===== config.mk =====
export PLATFORM = sky130hd
export DESIGN_NAME = interleave_seq
export DESIGN_NICKNAME = d
export VERILOG_FILES = /design/src/rtl/interleave_seq_pkg.sv /design/src/rtl/interleave_seq_ctrl.sv /design/src/rtl/interleave_seq_datapath.sv /design/src/rtl/interleave_seq.sv
export SDC_FILE = /design/constraint.sdc
export NUM_CORES = 1
export LEC_CHECK = 0
export ABC_CLOCK_PERIOD_IN_PS = 6880
export BUFFER_PORTS_ARGS = -buffer_cell sky130_fd_sc_hd__buf_2
export CORE_UTILIZATION = 57
export CTS_BUF_LIST = sky130_fd_sc_hd__clkbuf_2 sky130_fd_sc_hd__clkbuf_4 sky130_fd_sc_hd__clkbuf_8
export DETAILED_ROUTE_END_ITERATION = 12
export PLACE_DENSITY = 0.94
export SLEW_MARGIN = 20
export SYNTH_ARGS = -nofsm -noshare
export SYNTH_HDL_FRONTEND = slang
export SYNTH_HIERARCHICAL = 1
export SYNTH_SLANG_ARGS = --single-unit
export TNS_END_PERCENT = 20

===== constraint.sdc =====
create_clock -name clk -period 6.88 [get_ports clk]
set_clock_uncertainty 0.2 [all_clocks]
set_input_delay 1.032 -clock clk [delete_from_list [all_inputs] [get_ports clk]]
set_output_delay 1.032 -clock clk [all_outputs]
set_load 0.01 [all_outputs]

===== src/rtl/interleave_seq_pkg.sv =====
package interleave_seq_pkg;

  typedef enum logic {
    TRIG_EXT = 1'b0,
    TRIG_SW  = 1'b1
  } trigSrcT;

  typedef struct packed {
    logic captureA;
    logic pairDone;
    logic flush;
  } seqStrobeT;

endpackage


===== src/rtl/interleave_seq_ctrl.sv =====
module interleave_seq_ctrl
  import interleave_seq_pkg::*;
#(
  parameter int PERIOD_W = 8
) (
  input  logic                clk,
  input  logic                rstN,
  input  logic                cfgEnable,
  input  logic                cfgContinuous,
  input  logic                cfgTrigSel,
  input  logic                swStart,
  input  logic                extTrig,
  input  logic [PERIOD_W-1:0] cfgPeriod,
  input  logic                convADone,
  input  logic                convBDone,
  output logic                startA,
  output logic                startB,
  output seqStrobeT           strobe
);

  localparam int CNT_W = PERIOD_W + 1;

  logic                running;
  logic                extPrev;
  logic [PERIOD_W-1:0] phaseCnt;
  logic [PERIOD_W-1:0] halfPoint;
  logic                armed;
  logic                trigRise;
  logic                trigEvent;
  logic                lastCount;

  assign armed     = cfgEnable && cfgContinuous;
  assign trigRise  = extTrig && !extPrev;
  assign trigEvent = (trigSrcT'(cfgTrigSel) == TRIG_SW) ? swStart : trigRise;
  assign halfPoint = cfgPeriod >> 1;
  assign lastCount = ({1'b0, phaseCnt} + CNT_W'(1)) >= {1'b0, cfgPeriod};

  always_ff @(posedge clk) begin
    if (!rstN) begin
      running  <= 1'b0;
      extPrev  <= 1'b0;
      phaseCnt <= '0;
    end else begin
      extPrev <= extTrig;
      if (!armed) begin
        running  <= 1'b0;
        phaseCnt <= '0;
      end else if (!running) begin
        if (trigEvent) begin
          running  <= 1'b1;
          phaseCnt <= '0;
        end
      end else if (lastCount) begin
        phaseCnt <= '0;
      end else begin
        phaseCnt <= phaseCnt + 1'b1;
      end
    end
  end

  assign startA = running && (phaseCnt == '0);
  assign startB = running && (phaseCnt == halfPoint);

  always_comb begin
    strobe.captureA = running && convADone;
    strobe.pairDone = running && convBDone;
    strobe.flush    = !running;
  end

  // dropping the configuration silences both starts next cycle
  a_r9_stop_next_cycle: assert property (@(posedge clk) disable iff (!rstN)
    !armed |=> (!startA && !startB));

  // from idle, no trigger means no A start in the following cycle
  a_r1_needs_trigger: assert property (@(posedge clk) disable iff (!rstN)
    (!running && !trigEvent) |=> !startA);

  // the first cycle of a run carries the A start
  a_r4_first_start: assert property (@(posedge clk) disable iff (!rstN)
    $rose(running) |-> startA);

  // A start lasts one cycle when the period exceeds one
  a_r4_single_pulse: assert property (@(posedge clk) disable iff (!rstN)
    (startA && cfgPeriod >= 2 && $stable(cfgPeriod) && armed) |=> !startA);

endmodule


===== src/rtl/interleave_seq_datapath.sv =====
module interleave_seq_datapath
  import interleave_seq_pkg::*;
#(
  parameter int SAMPLE_W = 12,
  parameter int WORD_W   = 32
) (
  input  logic                clk,
  input  logic                rstN,
  input  seqStrobeT           strobe,
  input  logic [SAMPLE_W-1:0] convAData,
  input  logic [SAMPLE_W-1:0] convBData,
  input  logic                outReady,
  output logic                outValid,
  output logic [WORD_W-1:0]   outData,
  output logic                overrun
);

  localparam int HALF_W = WORD_W / 2;

  logic                haveA;
  logic [SAMPLE_W-1:0] aHold;
  logic                pack;
  logic [WORD_W-1:0]   packedWord;

  assign pack = strobe.pairDone && haveA;

  always_comb begin
    packedWord = '0;
    packedWord[SAMPLE_W-1:0]        = aHold;
    packedWord[HALF_W +: SAMPLE_W]  = convBData;
  end

  always_ff @(posedge clk) begin
    if (!rstN) begin
      haveA <= 1'b0;
      aHold <= '0;
    end else if (strobe.flush) begin
      haveA <= 1'b0;
    end else if (strobe.captureA) begin
      haveA <= 1'b1;
      aHold <= convAData;
    end else if (pack) begin
      haveA <= 1'b0;
    end
  end

  always_ff @(posedge clk) begin
    if (!rstN) begin
      outValid <= 1'b0;
      outData  <= '0;
      overrun  <= 1'b0;
    end else if (pack) begin
      outValid <= 1'b1;
      outData  <= packedWord;
      if (outValid && !outReady) overrun <= 1'b1;
    end else if (outValid && outReady) begin
      outValid <= 1'b0;
    end
  end

  // an unaccepted word holds with stable contents
  a_r7_hold_word: assert property (@(posedge clk) disable iff (!rstN)
    (outValid && !outReady && !strobe.pairDone) |=> (outValid && $stable(outData)));

  // a word only appears right after a B completion
  a_r7_needs_pair: assert property (@(posedge clk) disable iff (!rstN)
    $rose(outValid) |-> $past(strobe.pairDone));

  // overrun never clears once set
  a_r8_sticky: assert property (@(posedge clk) disable iff (!rstN)
    overrun |=> overrun);

  // a completed pair over a pending word raises overrun
  a_r8_set_on_replace: assert property (@(posedge clk) disable iff (!rstN)
    (pack && outValid && !outReady) |=> overrun);

endmodule


===== src/rtl/interleave_seq.sv =====
module interleave_seq
  import interleave_seq_pkg::*;
#(
  parameter int PERIOD_W = 8,
  parameter int SAMPLE_W = 12,
  parameter int WORD_W   = 32
) (
  input  logic                clk,
  input  logic                rstN,
  input  logic                cfgEnable,
  input  logic                cfgContinuous,
  input  logic                cfgTrigSel,
  input  logic                swStart,
  input  logic                extTrig,
  input  logic [PERIOD_W-1:0] cfgPeriod,
  output logic                convAStart,
  input  logic                convADone,
  input  logic [SAMPLE_W-1:0] convAData,
  output logic                convBStart,
  input  logic                convBDone,
  input  logic [SAMPLE_W-1:0] convBData,
  output logic                outValid,
  input  logic                outReady,
  output logic [WORD_W-1:0]   outData,
  output logic                overrun
);

  seqStrobeT strobe;

  interleave_seq_ctrl #(
    .PERIOD_W(PERIOD_W)
  ) u_ctrl (
    .clk          (clk),
    .rstN         (rstN),
    .cfgEnable    (cfgEnable),
    .cfgContinuous(cfgContinuous),
    .cfgTrigSel   (cfgTrigSel),
    .swStart      (swStart),
    .extTrig      (extTrig),
    .cfgPeriod    (cfgPeriod),
    .convADone    (convADone),
    .convBDone    (convBDone),
    .startA       (convAStart),
    .startB       (convBStart),
    .strobe       (strobe)
  );

  interleave_seq_datapath #(
    .SAMPLE_W(SAMPLE_W),
    .WORD_W  (WORD_W)
  ) u_data (
    .clk      (clk),
    .rstN     (rstN),
    .strobe   (strobe),
    .convAData(convAData),
    .convBData(convBData),
    .outReady (outReady),
    .outValid (outValid),
    .outData  (outData),
    .overrun  (overrun)
  );

endmodule


## Yosys cells after proc, flatten, opt, wreduce, memory -nomap -nowiden

Cells that the tools add are included.

- Bits in registers: 49
- Bits of input ports: 42
- Output and inout port bits: 36
- Word-level logic and storage cells: 41

- Add/sub/neg operators: 2
- Order comparisons: 1
- Eq/ne operators: 1
- Muxes and demuxes: 10
- Reduce and logical (&&, ||, !) cells: 19

Operators by type and width:

| cell | count |
|---|---|
| 8-bit 2-to-1 mux | 3 |
| 8-bit by 1-bit adder with 9-bit output, second input constant | 1 |
| 9-bit by 8-bit >= comparator with 1-bit output | 1 |
| 1-bit logical AND | 9 |
| 8-bit by 1-bit adder with 8-bit output, second input constant | 1 |
| 8-bit by 7-bit == test with 1-bit output | 1 |
| 8-bit logical NOT | 1 |
| 2-bit AND reduction | 4 |
| 1-bit 2-to-1 mux | 7 |
| 2-bit nonzero test | 3 |
| 1-bit logical NOT | 2 |

## Depth between registers and ports, before layout

- Depth after elaboration: 5
- Gate-level depth with buffers: 11
- Mapped depth without buffers: 10

## Cells and area by module

The synthesis kept the hierarchy.

By module, submodules not included:

| module | instances | cells each | area each (um^2) | seq. area each (um^2) |
|---|---|---|---|---|
| interleave_seq_datapath | 1 | 178 | 1600.3 | 780.7 |
| interleave_seq_ctrl | 1 | 100 | 874.6 | 200.2 |

## Worst setup path after synthesis

Ideal clock, no wire load.

- Kind: input -> output
- Start: input port cfgPeriod[6]
- End: output port convBStart
- Arrival: 1.430 ns
- Data required time: 5.648 ns
- Path slack: 4.218 ns
- Stages on the path: 3
- Buffers on the path: 0
- Path through: xnor2_1 -> nand4_1 -> nor2_1

- Longest elaborated chain between the ends: 2

Ends and longest elaborated chain:

| what | line | source |
|---|---|---|
| from (decl) | interleave_seq.sv:15 | `input logic [PERIOD_W-1:0] cfgPeriod,` |
| 8-bit by 7-bit == test with 1-bit output | interleave_seq_ctrl.sv:62 | `assign startB = running && (phaseCnt == halfPoint);` |
| 1-bit logical AND | interleave_seq_ctrl.sv:62 |  |
| to (decl) | interleave_seq.sv:19 | `output logic convBStart,` |

No other way between the ends.

## Worst setup path after layout

- Start: register u_ctrl.phaseCnt[0]
- End: register u_ctrl.phaseCnt[2]

- Longest elaborated chain between the ends: 4
- Elaborated cells on any way between the ends: 5
- Classes of those cells: add/sub (2); order compare (1); mux (2)

Ends and longest elaborated chain:

| what | line | source |
|---|---|---|
| from (decl) | interleave_seq_ctrl.sv:25 | `logic [PERIOD_W-1:0] phaseCnt;` |
| from (signal assigned) | interleave_seq_ctrl.sv:56 | `phaseCnt <= phaseCnt + 1'b1;` |
| 8-bit by 1-bit adder with 9-bit output | interleave_seq_ctrl.sv:36 | `assign lastCount = ({1'b0, phaseCnt} + CNT_W'(1)) >= {1'b0, cfgPeriod};` |
| 9-bit by 8-bit >= comparator with 1-bit output | interleave_seq_ctrl.sv:36 |  |
| 8-bit 2-to-1 mux * | interleave_seq_ctrl.sv:53 | `end else if (lastCount) begin` |
| 8-bit 2-to-1 mux * | interleave_seq_ctrl.sv:48 | `end else if (!running) begin` |

Every way passes the cells marked *; elsewhere a longest branch is shown, timed or not.
A chain may end at the register's enable or synchronous reset.

==> flow_summary.json <==
{
  "cp_common_cell": "ha_1",
  "synth-async-reset-ratio_pct": 0,
  "start_util_pct": 60.6,
  "cts_tree": "done",
  "die_area_mm2": 0.00461,
  "worst_slew_pin_slew_ns": 0.866,
  "cts_setup_buffers": 0,
  "ys_seq_elements": 49,
  "synth-seq-area-share_pct": 39.6,
  "hold_path.class": "reg -> reg",
  "synth_top_area_cell": "dfxtp_1",
  "synthTopCellsByCount": "nand2_1 (80), dfxtp_1 (49), a21boi_2 (20), xnor2_1 (11)",
  "routed-wl-met3_um": 264,
  "clockRootBuffer": "clkbuf_8",
  "min_from": "u_data/aHold[3]",
  "worstSkewPairLatency_ns": 0.30,
  "power_density_mw_per_mm2": 172,
  "wirelength_met1_um": 2030,
  "drv_slew": 0,
  "grt-ovfl-total": 0,
  "cp_cell_sequence": "ha_1 > nand3_2 > nor2_1 > xor2_1 > ha_1 > and3_2 > a22o_2 > nor3_4 > a31oi_1 > mux2i_1",
  "fmax_mhz": 336,
  "status": "completed",
  "setup_violations": 0,
  "grt_pass1_wl_um": 7550,
  "design.core.area_mm2": 0.00409,
  "synth_ff_type": "dfxtp_1",
  "vdd_drop_max_v": 0.000121,
  "cpMaxStageDelayCell": "dfxtp_1",
  "crit_path_max_incr_delay_ns": 0.47,
  "num_rows": 23,
  "min_period_over_period_pct": 43.3,
  "via_per_inst": 5.21,
  "tritoncts.num_buffers": 5,
  "gp_congestion": 0.934,
  "setup.worst_path.start_class": "flop",
  "slew_headroom_pct": 42.1,
  "clk_pin_slew_ns": 0.10,
  "cts_sinks": 49,
  "dp_hpwl_um": 3720,
  "rsz0062_at_grt": "false",
  "r2r_start": "u_ctrl/phaseCnt[0]",
  "numPortBuffers": 69,
  "netlist_top_cells_area": "dfxtp_1 (40%), nand2_1 (12%), a21boi_2 (9.1%)",
  "critPathLaunch": "u_ctrl/phaseCnt[0]",
  "diodes": 0,
  "total_leakage_power_nw": 1.20,
  "maxCapViolations": 0,
  "grtUsageTotal_pct": 22.2,
  "dr.pass1.iters": 4,
  "syn-instance-count": 278,
  "hold_viol": 0,
  "drive_gt1_share_pct": 33.4,
  "critPathRequiredTime_ns": 6.91,
  "antenna_found_initial": 0,
  "cts.path.max_buffers": 2,
  "routedWlPerCell_um": 12.6,
  "yosysTopAreaCellShare_pct": 39.6,
  "drt-total-wl_um": 4890,
  "die_x_um": 67.9,
  "critPathArrivalTime_ns": 3.01,
  "final_util_pct": 69.6,
  "netlist_area_mm2": 0.00247,
  "met2_length_um": 2540,
  "drt_iter0_markers": 80,
  "period_minus_slack_ns": 2.98,
  "io_pins": 78,
  "vias": 2021,
  "grt_max_degree": 42,
  "ys_types": 44,
  "layout.nets": 389,
  "first_global_vias": 1773,
  "cts_hold_buf": 0,
  "crit_fanout": 10,
  "fin_tns_setup_ns": 0,
  "top_layer": "met4",
  "syn_area_per_cell_um2": 8.90,
  "drc": 0,
  "h-tree-depth": 2,
  "die_h_um": 67.9,
  "synth_edf_count": 0,
  "ant_nets": 0,
  "yosysMostFrequentCell": "nand2_1",
  "synth_warnings": 6,
  "crit_type": "reg -> reg",
  "cts-resized-gates": 0,
  "area_growth_pct": 14.9,
  "end_kind": "flop"
}
cells by family (layout without fill, tap and decap cells):
group / after synthesis / after routing / synth area share [%]
DFF: 49 / 49 / 39.6
xor gates and xnor gates: 13 / 13 / 4.60
and+or+nand+nor: 114 / 114 / 22.0
muxes: 1 / 1 / 0.404
adders and majority gates: 10 / 10 / 5.06
AOI/OAI and AO/OA: 54 / 54 / 19.8
other: 1 / 8 / 0.152
buffers and inverters: 36 / 89 / 8.29
metal layers:
metal | GRT usage, % | vias up
li1 | - | 1023
met1 | 24.0 | 934
met2 | 39.9 | 60
met3 | 5.33 | 4
met4 | 11.2 | 0
met5 | 0 | -
through the flow:
stage	total power, mW	hold WS, ns	std cells	area (um^2)	setup WS [ns]
final	0.488	0.251	388	2840	3.90
after global routing	0.507	0.281	388	2840	3.72
after CTS	0.492	0.255	388	2840	3.92
after detailed placement	0.323	0.247	380	2750	3.94
after global placement	0.322	0.241	380	2750	3.97
after floorplan	0.310	0.235	285	2500	4.22
worst max-delay path: cells and delay by family, from the launching register on:
kind	cells	cell delay, ns
AND/OR/NAND/NOR	4	0.89
adder cells (fa/ha/maj)	2	0.56
flip-flops	1	0.47
AO/OA/AOI/OAI	2	0.40
XOR/XNOR	1	0.23
multiplexers	1	0.16
cell usage in the layout (no fill, tap or decap), types with 2 or more instances in the layout:
| cell | synthesis | routed |
|---|---|---|
| a21boi_0 | 7 | 7 |
| a21boi_1 | 10 | 10 |
| a21boi_2 | 20 | 20 |
| a21o_2 | 2 | 2 |
| a21oi_1 | 4 | 4 |
| a32o_1 | 4 | 4 |
| and2_1 | 2 | 2 |
| and2_2 | 2 | 2 |
| buf_2 | 5 | 69 |
| clkbuf_8 | 0 | 5 |
| conb_1 | 1 | 8 |
| dfxtp_1 | 49 | 49 |
| ha_1 | 10 | 10 |
| inv_1 | 10 | 10 |
| inv_2 | 2 | 2 |
| nand2_1 | 80 | 80 |
| nand2b_1 | 2 | 2 |
| nand3_1 | 4 | 4 |
| nand4_1 | 5 | 5 |
| nor2_1 | 5 | 5 |
| nor3_4 | 2 | 2 |
| nor3b_1 | 2 | 2 |
| o21ai_1 | 2 | 2 |
| xnor2_1 | 11 | 11 |
| xor2_1 | 2 | 2 |
final timing paths:
check,endpoint,slack (ns),cells past startpoint
max,u_ctrl/phaseCnt[2],3.90,10
min,u_data/outData[3],0.25,2
max reg2reg,u_ctrl/phaseCnt[2],3.90,10
min reg2reg,u_data/outData[3],0.25,2
cell type report:
class	instances	area (um^2)
Inverter	12	45.0
Timing Repair Buffer	69	345
Sequential cell	49	981
Clock buffer	5	68.8
Clock inverter	3	25.0
Multi-Input combinational cell	200	1320
Fill cell	318	1240
Tap cell	50	62.6
sequential cells by signal (all words and copies together), names as in the netlist:
register	cells
u_ctrl/extPrev	1
u_ctrl/phaseCnt	8
u_ctrl/running	1
u_data/aHold	12
u_data/haveA	1
u_data/outData	24
u_data/outValid	1
u_data/overrun	1
power breakdown:
part	switching, mW	internal [mW]	leakage [nW]
logic	0.0148	0.0167	0.764
clock network	0.0987	0.0735	0.0447
registers	0.000451	0.284	0.395
total	0.114	0.374	1.20
Note: power is estimated with default switching activity, not from simulation.
